===== config.mk =====
export PLATFORM = sky130hd
export DESIGN_NAME = pkg_sleep_coord
export DESIGN_NICKNAME = d
export VERILOG_FILES = /design/src/rtl/pkg_sleep_pkg.sv /design/src/rtl/pkg_core_resolver.sv /design/src/rtl/pkg_break_decoder.sv /design/src/rtl/pkg_sleep_coord.sv
export SDC_FILE = /design/constraint.sdc
export NUM_CORES = 1
export LEC_CHECK = 0
export BUFFER_PORTS_ARGS = -buffer_cell sky130_fd_sc_hd__buf_2
export CORE_AREA = 2 2 39 41
export DETAILED_ROUTE_END_ITERATION = 10
export DIE_AREA = 0 0 41 43
export PLACE_DENSITY = 0.51
export SYNTH_ARGS = -nofsm -noshare
export SYNTH_HDL_FRONTEND = slang
export SYNTH_SLANG_ARGS = --single-unit
export TNS_END_PERCENT = 100

===== constraint.sdc =====
create_clock -name clk_i -period 1.4 [get_ports clk_i]
set_input_delay 0.07 -clock clk_i [delete_from_list [all_inputs] [get_ports clk_i]]
set_output_delay 0.07 -clock clk_i [all_outputs]
set_load 0.03 [all_outputs]

===== src/rtl/pkg_sleep_pkg.sv =====
package pkg_sleep_pkg;
  typedef enum logic [1:0] {
    CS_C0 = 2'd0,
    CS_C1 = 2'd1,
    CS_C3 = 2'd2,
    CS_C6 = 2'd3
  } core_st_e;

  typedef enum logic [2:0] {
    PS_PC0 = 3'd0,
    PS_C1E = 3'd1,
    PS_PC2 = 3'd2,
    PS_PC3 = 3'd3,
    PS_PC6 = 3'd4
  } pkg_st_e;
endpackage


===== src/rtl/pkg_core_resolver.sv =====
module pkg_core_resolver
  import pkg_sleep_pkg::*;
#(
  parameter int N_CORES = 2
) (
  input  logic [2*N_CORES-1:0] core_state_i,
  output pkg_st_e              target_o,
  output logic                 exec_allowed_o
);
  logic [N_CORES-1:0] is_c0, is_c1, is_c6, is_deep;

  for (genvar i = 0; i < N_CORES; i++) begin : g_core
    logic [1:0] st;
    assign st         = core_state_i[2*i +: 2];
    assign is_c0[i]   = (st == CS_C0);
    assign is_c1[i]   = (st == CS_C1);
    assign is_c6[i]   = (st == CS_C6);
    assign is_deep[i] = (st == CS_C3) || (st == CS_C6);
  end

  always_comb begin
    if (|is_c0)       target_o = PS_PC0;
    else if (|is_c1)  target_o = PS_C1E;
    else if (&is_c6)  target_o = PS_PC6;
    else              target_o = PS_PC3;
  end

  assign exec_allowed_o = ~(&is_deep);

  always_comb begin
    p_pc6_needs_deep_r2: assert (!(target_o == PS_PC6) || !exec_allowed_o);
  end
endmodule


===== src/rtl/pkg_break_decoder.sv =====
module pkg_break_decoder #(
  parameter int N_CORES = 2,
  parameter int CORE_W  = (N_CORES > 1) ? $clog2(N_CORES) : 1
) (
  input  logic               brk_valid_i,
  input  logic [CORE_W-1:0]  brk_core_i,
  input  logic               brk_masked_i,
  input  logic               brk_mem_i,
  input  logic               plat_hold_i,
  output logic               force_pc0_o,
  output logic               keep_prior_o,
  output logic [N_CORES-1:0] wake_o
);
  logic core_evt;
  assign core_evt = brk_valid_i && !brk_mem_i;

  for (genvar i = 0; i < N_CORES; i++) begin : g_wake
    assign wake_o[i] = core_evt && (brk_core_i == CORE_W'(i));
  end

  // memory events wake the package only on platform request
  assign force_pc0_o  = brk_valid_i && (brk_mem_i ? plat_hold_i : !brk_masked_i);
  assign keep_prior_o = brk_valid_i && !force_pc0_o;

  always_comb begin
    p_wake_onehot_r8: assert ($onehot0(wake_o));
    p_mem_no_wake_r10: assert (!(brk_valid_i && brk_mem_i) || (wake_o == '0));
  end
endmodule


===== src/rtl/pkg_sleep_coord.sv =====
module pkg_sleep_coord
  import pkg_sleep_pkg::*;
#(
  parameter int N_CORES = 2,
  parameter int CORE_W  = (N_CORES > 1) ? $clog2(N_CORES) : 1
) (
  input  logic                 clk_i,
  input  logic                 rst_ni,
  input  logic [2*N_CORES-1:0] core_state_i,
  input  logic                 plat_deep_ok_i,
  input  logic                 plat_hold_i,
  input  logic                 brk_valid_i,
  input  logic [CORE_W-1:0]    brk_core_i,
  input  logic                 brk_masked_i,
  input  logic                 brk_mem_i,
  output logic [2:0]           pkg_state_o,
  output logic                 exec_allowed_o,
  output logic                 coord_req_o,
  output logic [N_CORES-1:0]   wake_o
);
  pkg_st_e target, pkg_q, pkg_d;
  logic    ea, force_pc0, keep_prior;

  pkg_core_resolver #(.N_CORES(N_CORES)) u_res (
    .core_state_i  (core_state_i),
    .target_o      (target),
    .exec_allowed_o(ea)
  );

  pkg_break_decoder #(.N_CORES(N_CORES), .CORE_W(CORE_W)) u_brk (
    .brk_valid_i (brk_valid_i),
    .brk_core_i  (brk_core_i),
    .brk_masked_i(brk_masked_i),
    .brk_mem_i   (brk_mem_i),
    .plat_hold_i (plat_hold_i),
    .force_pc0_o (force_pc0),
    .keep_prior_o(keep_prior),
    .wake_o      (wake_o)
  );

  always_comb begin
    pkg_d = pkg_q;
    if (force_pc0) begin
      pkg_d = PS_PC0;
    end else if (keep_prior) begin
      pkg_d = pkg_q;
    end else if (!ea) begin
      // deep target: shallow states go to PC2 first, permission gates the rest
      if (pkg_q == PS_PC0 || pkg_q == PS_C1E) pkg_d = PS_PC2;
      else if (plat_deep_ok_i)                pkg_d = target;
      else                                    pkg_d = PS_PC2;
    end else begin
      pkg_d = target;
    end
  end

  always_ff @(posedge clk_i or negedge rst_ni) begin
    if (!rst_ni) pkg_q <= PS_PC0;
    else         pkg_q <= pkg_d;
  end

  assign pkg_state_o    = pkg_q;
  assign exec_allowed_o = ea;
  assign coord_req_o    = !ea && (pkg_q != target);

  p_no_direct_deep_r5: assert property (@(posedge clk_i) disable iff (!rst_ni)
    (pkg_q == PS_PC0 || pkg_q == PS_C1E) |=> !(pkg_q == PS_PC3 || pkg_q == PS_PC6));

  p_pc2_hold_r6: assert property (@(posedge clk_i) disable iff (!rst_ni)
    (pkg_q == PS_PC2 && !plat_deep_ok_i && !brk_valid_i && !ea) |=> (pkg_q == PS_PC2));

  p_unmasked_wake_r8: assert property (@(posedge clk_i) disable iff (!rst_ni)
    (brk_valid_i && !brk_mem_i && !brk_masked_i) |=> (pkg_q == PS_PC0));

  p_masked_keep_r9: assert property (@(posedge clk_i) disable iff (!rst_ni)
    (brk_valid_i && !brk_mem_i && brk_masked_i) |=> $stable(pkg_q));

  p_mem_keep_r10: assert property (@(posedge clk_i) disable iff (!rst_ni)
    (brk_valid_i && brk_mem_i && !plat_hold_i) |=> $stable(pkg_q));

  p_state_legal_r11: assert property (@(posedge clk_i) disable iff (!rst_ni)
    pkg_q inside {PS_PC0, PS_C1E, PS_PC2, PS_PC3, PS_PC6});
endmodule


# --- After elaboration in Yosys (flattened, before gate mapping) ---
# Index checks and enable logic that the tools add are counted.
word_totals:
  regBits: 3
  inputBits: 12
  word_cells: 40
  out_inout_bits: 7
op_classes:
  n_eq_ne: 9
  bitwise_logic: 2
  mux: 9
  n_reduce_logical: 19
op_table:
  columns: ["op", "count"]
  rows:
  - ["$mux W3", 8]
  - ["$eq A2 B2 Y1 const B", 4]
  - ["$logic_and A1 B1 Y1", 6]
  - ["$eq A2 B1 Y1 const B", 2]
  - ["$logic_not A2 Y1", 2]
  - ["$reduce_and A2 Y1", 2]
  - ["$reduce_or A2 Y1", 2]
  - ["$eq A3 B1 Y1 const B", 1]
  - ["$logic_not A1 Y1", 3]
  - ["$logic_not A3 Y1", 1]
  - ["$logic_or A1 B1 Y1", 3]
  - ["$ne A3 B3 Y1", 1]
  - ["$ne A2 B1 Y1 const B", 1]
  - ["$not A1 Y1", 2]
  - ["$mux W1", 1]

# --- Depth between registers and ports, before layout ---
logic_depth:
  word_depth: 10
  ltp_mapped: 4
  depth_no_buf: 4

# --- By module ---
# A second synthesis with hierarchy kept.
hier_totals:
  hier_cells: 31
  hier_area_um2: 251.5
modules_own_cells:
  columns: ["mod", "cells_each", "seq_area_each_um2", "area_each_um2", "n_inst"]
  rows:
  - ["pkg_sleep_coord", 20, 75.1, 177.7, 1]
  - ["pkg_break_decoder", 6, 0.0, 41.3, 1]
  - ["pkg_core_resolver", 5, 0.0, 32.5, 1]

# --- Worst setup path before layout ---
# No wires, ideal clock.
synth_path:
  path_kind: "reg2out"
  startpoint: "register pkg_q[2], in the netlist pkg_state_o[2]"
  endpoint: "output coord_req_o"
  stages_incl_launch_ff: 4
  setup_slack_ns: 0.026
  required_time_ns: 1.330
  arrival_time_ns: 1.304
  path_buffers: 0
  cell_sequence: "dfrtp_1 inv_1 and3_1 a21oi_1"
synth_between:
  elab_chain_len: 2
synth_lines:
  columns: ["item", "line_no", "text"]
  rows:
  - ["start, declared", "pkg_sleep_coord.sv:21", "pkg_st_e target, pkg_q, pkg_d;"]
  - ["start signal, assigned", "pkg_sleep_coord.sv:59", "else pkg_q <= pkg_d;"]
  - ["$ne A3 B3 Y1", "pkg_sleep_coord.sv:64", "assign coord_req_o = !ea && (pkg_q != target);"]
  - ["$logic_and A1 B1 Y1", "pkg_sleep_coord.sv:64", null]
  - ["end, declared", "pkg_sleep_coord.sv:18", "output logic coord_req_o,"]
# Every way passes these cells.

# --- Final worst setup path ---
# Ends and elaborated chain as after synthesis.

==> summary.md <==
| Metric | Value |
|---|---|
| Min-Delay Path Class | primary input to flop |
| Num CTS Buffers | 3 |
| Ys async rst share | 100.0% |
| Area post-placement | 340.3 sq um |
| N_diodes | 0 |
| Total I/O pin count | 19 |
| Vias in the first global route | 242 |
| PnR worst setup slack | 0.08786 ns |
| Layout cell share with drive strength beyond 1 | 54.00% |
| Slew HR | 82.24% |
| Skew final | 0.002365 ns |
| Width of the die | 41 um |
| Initial DRC count | 2 |
| Routed length per instance | 9.061 um |
| Mapped cell area | 230.2 sq um |
| Synth top area share | 32.61% |
| Worst slack, placed | 0.2805 ns |
| # H-tree levels | 1 |
| Syn Nets | 39 |
| Clk buf depth | 2 |
| I/O Buffers | 18 |
| Syn Inst Count | 27 |
| Area contributors post-synth | dfrtp_1, o32ai_1, nor2b_1, inv_1, or4_4 |
| Die H | 43 um |
| Startpoint types | flop |
| Gr ovfl total | 0 |
| Crit path kind | flop to output port |
| Area Overhead vs Synth | 67.93% |
| Worst r2r path cells | 3 |
| CORE AREA | 1384 sq um |
| FILL cells | 160 |
| CTS sink cnt | 3 |
| Maximum VDD drop | 0.1762 mV |
| Antenna-violating nets left | 0 |
| Die area | 1763 sq um |
| Pwr Total | 338.8 uW |
| Synth warn | 0 |
| #FFs+latches synth | 3 |
| EDFF count, synth | 0 |
| # nets final | 63 |
| Rows | 14 |
| Fmax | 762.1 MHz |
| Register Area | 75.07 sq um |
| Commonest cells post-synth | dfrtp_1, inv_1 |
| Final GP Congestion | 0.6381 |
| CP arrival | 1.24 ns |
| Final WL | 598 um |
| Final worst path period share | 93.72% |
| Area of the multi-input gates | 147.6 sq um |
| Antenna violations before repair | 0 |
| Clk_lat worst skew | 0.23 ns |
| # setup viols final | 0 |
| Global Route Usage Sum | 7.731% |
| Final Cell Area | 386.6 sq um |
| Cell accounting for the most synthesized area | dfrtp_1 |
| Cell chosen for the clock root | clkbuf_4 |
| Largest net degree at the start of global routing | 7 |
| Non-Filler Instances | 66 |
| Hold depth | 2 |
| Measured slew at the worst slew-check pin | 0.2646 ns |
| Via Count | 283 |
| DP Cell Count | 61 |
| First-pass GRT wire length | 883 um |
| Final worst path period need | 1.312 ns |
| Power Density | 876.3 nW/um^2 |
| Final slew viol count | 0 |
| Starting Density | 16.64% |
| Worst setup EP type | output port |
| CTS clock-pin slew for the worst setup and hold paths | 0.04 ns |
| TritonRoute pass-1 iters | 3 |
| MaxCap Viol Count | 0 |
| Status | complete, no violations |
| Via density | 4.288 |
| TritonCTS clock tree | yes |
| Sequential share of the synthesized area | 32.61% |
| WP data required | 1.33 ns |
| Netlist cell types | 19 |
| Crit-path max FO | 4 |
| Mapped Avg Cell Area | 8.527 sq um |
| Max reg flops | 3 |
| Final Hold Fails | 0 |
| DRC Markers | 0 |
| Leakage power | 0.0001925 uW |
| Main flop type after synthesis | dfrtp_1 |
[worst max-delay path: stages (launching register included)]
cell	delay, ns
dfrtp_1	0.38
inv_2	0.07
o41ai_2	0.32
a21oi_1	0.06
buf_4	0.17
[timing repair]
item,4_1_cts,5_1_grt
setup endpoints to repair,0,1
setup buffers,0,0
resized for setup,0,3
endpoints found under the hold margin,3,0
hold buffers,1,0
[report_power, final]
group	leakage, uW	internal (uW)	switching (uW)
Combinational	0.000137	38.0	50.1
Clock	0.0000150	107	46.6
Sequential	0.0000401	91.7	5.57
[cell type report]
class | instances | share of cell area, %
well taps | 16 | 5.178
clock buffers | 4 | 6.796
multi-input cells | 20 | 38.19
flip-flops and latches | 3 | 19.42
repair buffers | 19 | 26.54
inverters | 4 | 3.883
[cell families (layout without fill, tap and decap cells)]
family                    after synthesis  in the layout  share of synthesized area (%)
AOI/OAI and AO/OA                      10             10                          29.90
xor gates and xnor gates                1              1                          3.805
and+or+nand+nor                         9              9                          27.17
buffers and inverters                   4             27                          6.520
DFF                                     3              3                          32.61
[per-layer routing]
| layer | part of all wire [%] | track usage, % |
|---|---|---|
| met5 | 0 | 0 |
| met4 | 2.8 | 8.000 |
| met3 | 8.2 | 1.571 |
| met2 | 49 | 10.94 |
| met1 | 39 | 8.682 |
[worst paths after layout]
kind / startpoint / to / slack (ns)
setup / recovery: pkg_state_o[2]$_DFFE_PN0P_ / coord_req_o / 0.09
hold / removal: brk_valid_i / pkg_state_o[1]$_DFFE_PN0P_ / 0.10
setup reg to reg: pkg_state_o[1]$_DFFE_PN0P_ / pkg_state_o[2]$_DFFE_PN0P_ / 0.31
hold reg to reg: pkg_state_o[2]$_DFFE_PN0P_ / pkg_state_o[2]$_DFFE_PN0P_ / 0.59
max in group asynchronous: rst_ni / pkg_state_o[0]$_DFFE_PN0P_ / 1.14
min in group asynchronous: rst_ni / pkg_state_o[1]$_DFFE_PN0P_ / 0.16
[cells in the final DEF (no fill, tap or decap)]
cell	instances
clkbuf_1	1
nor3b_1	1
o21ai_2	1
o32ai_1	2
and2_4	1
o21ai_1	2
o41ai_2	1
and3_1	1
o22ai_1	1
nor2b_1	2
buf_4	1
clkbuf_4	3
nor2_1	1
o21a_1	1
inv_2	2
nand2_1	1
or4_4	1
xnor2_1	1
buf_2	17
a21oi_1	2
dlygate4sd3_1	1
dfrtp_1	3
inv_1	2
and3b_1	1
[stage by stage]
stage	hold WS (ns)	TNS, ns	util [%]
2_1_floorplan	-0.2256	0	-
3_3_place_gp	-0.1299	0	24.59
3_5_place_dp	-0.1288	0	24.59
4_1_cts	0.09587	0	27.22
5_1_grt	0.1218	-0.005451	27.94
6_report	0.1047	0	27.94
(Power assumes the default switching activity.)
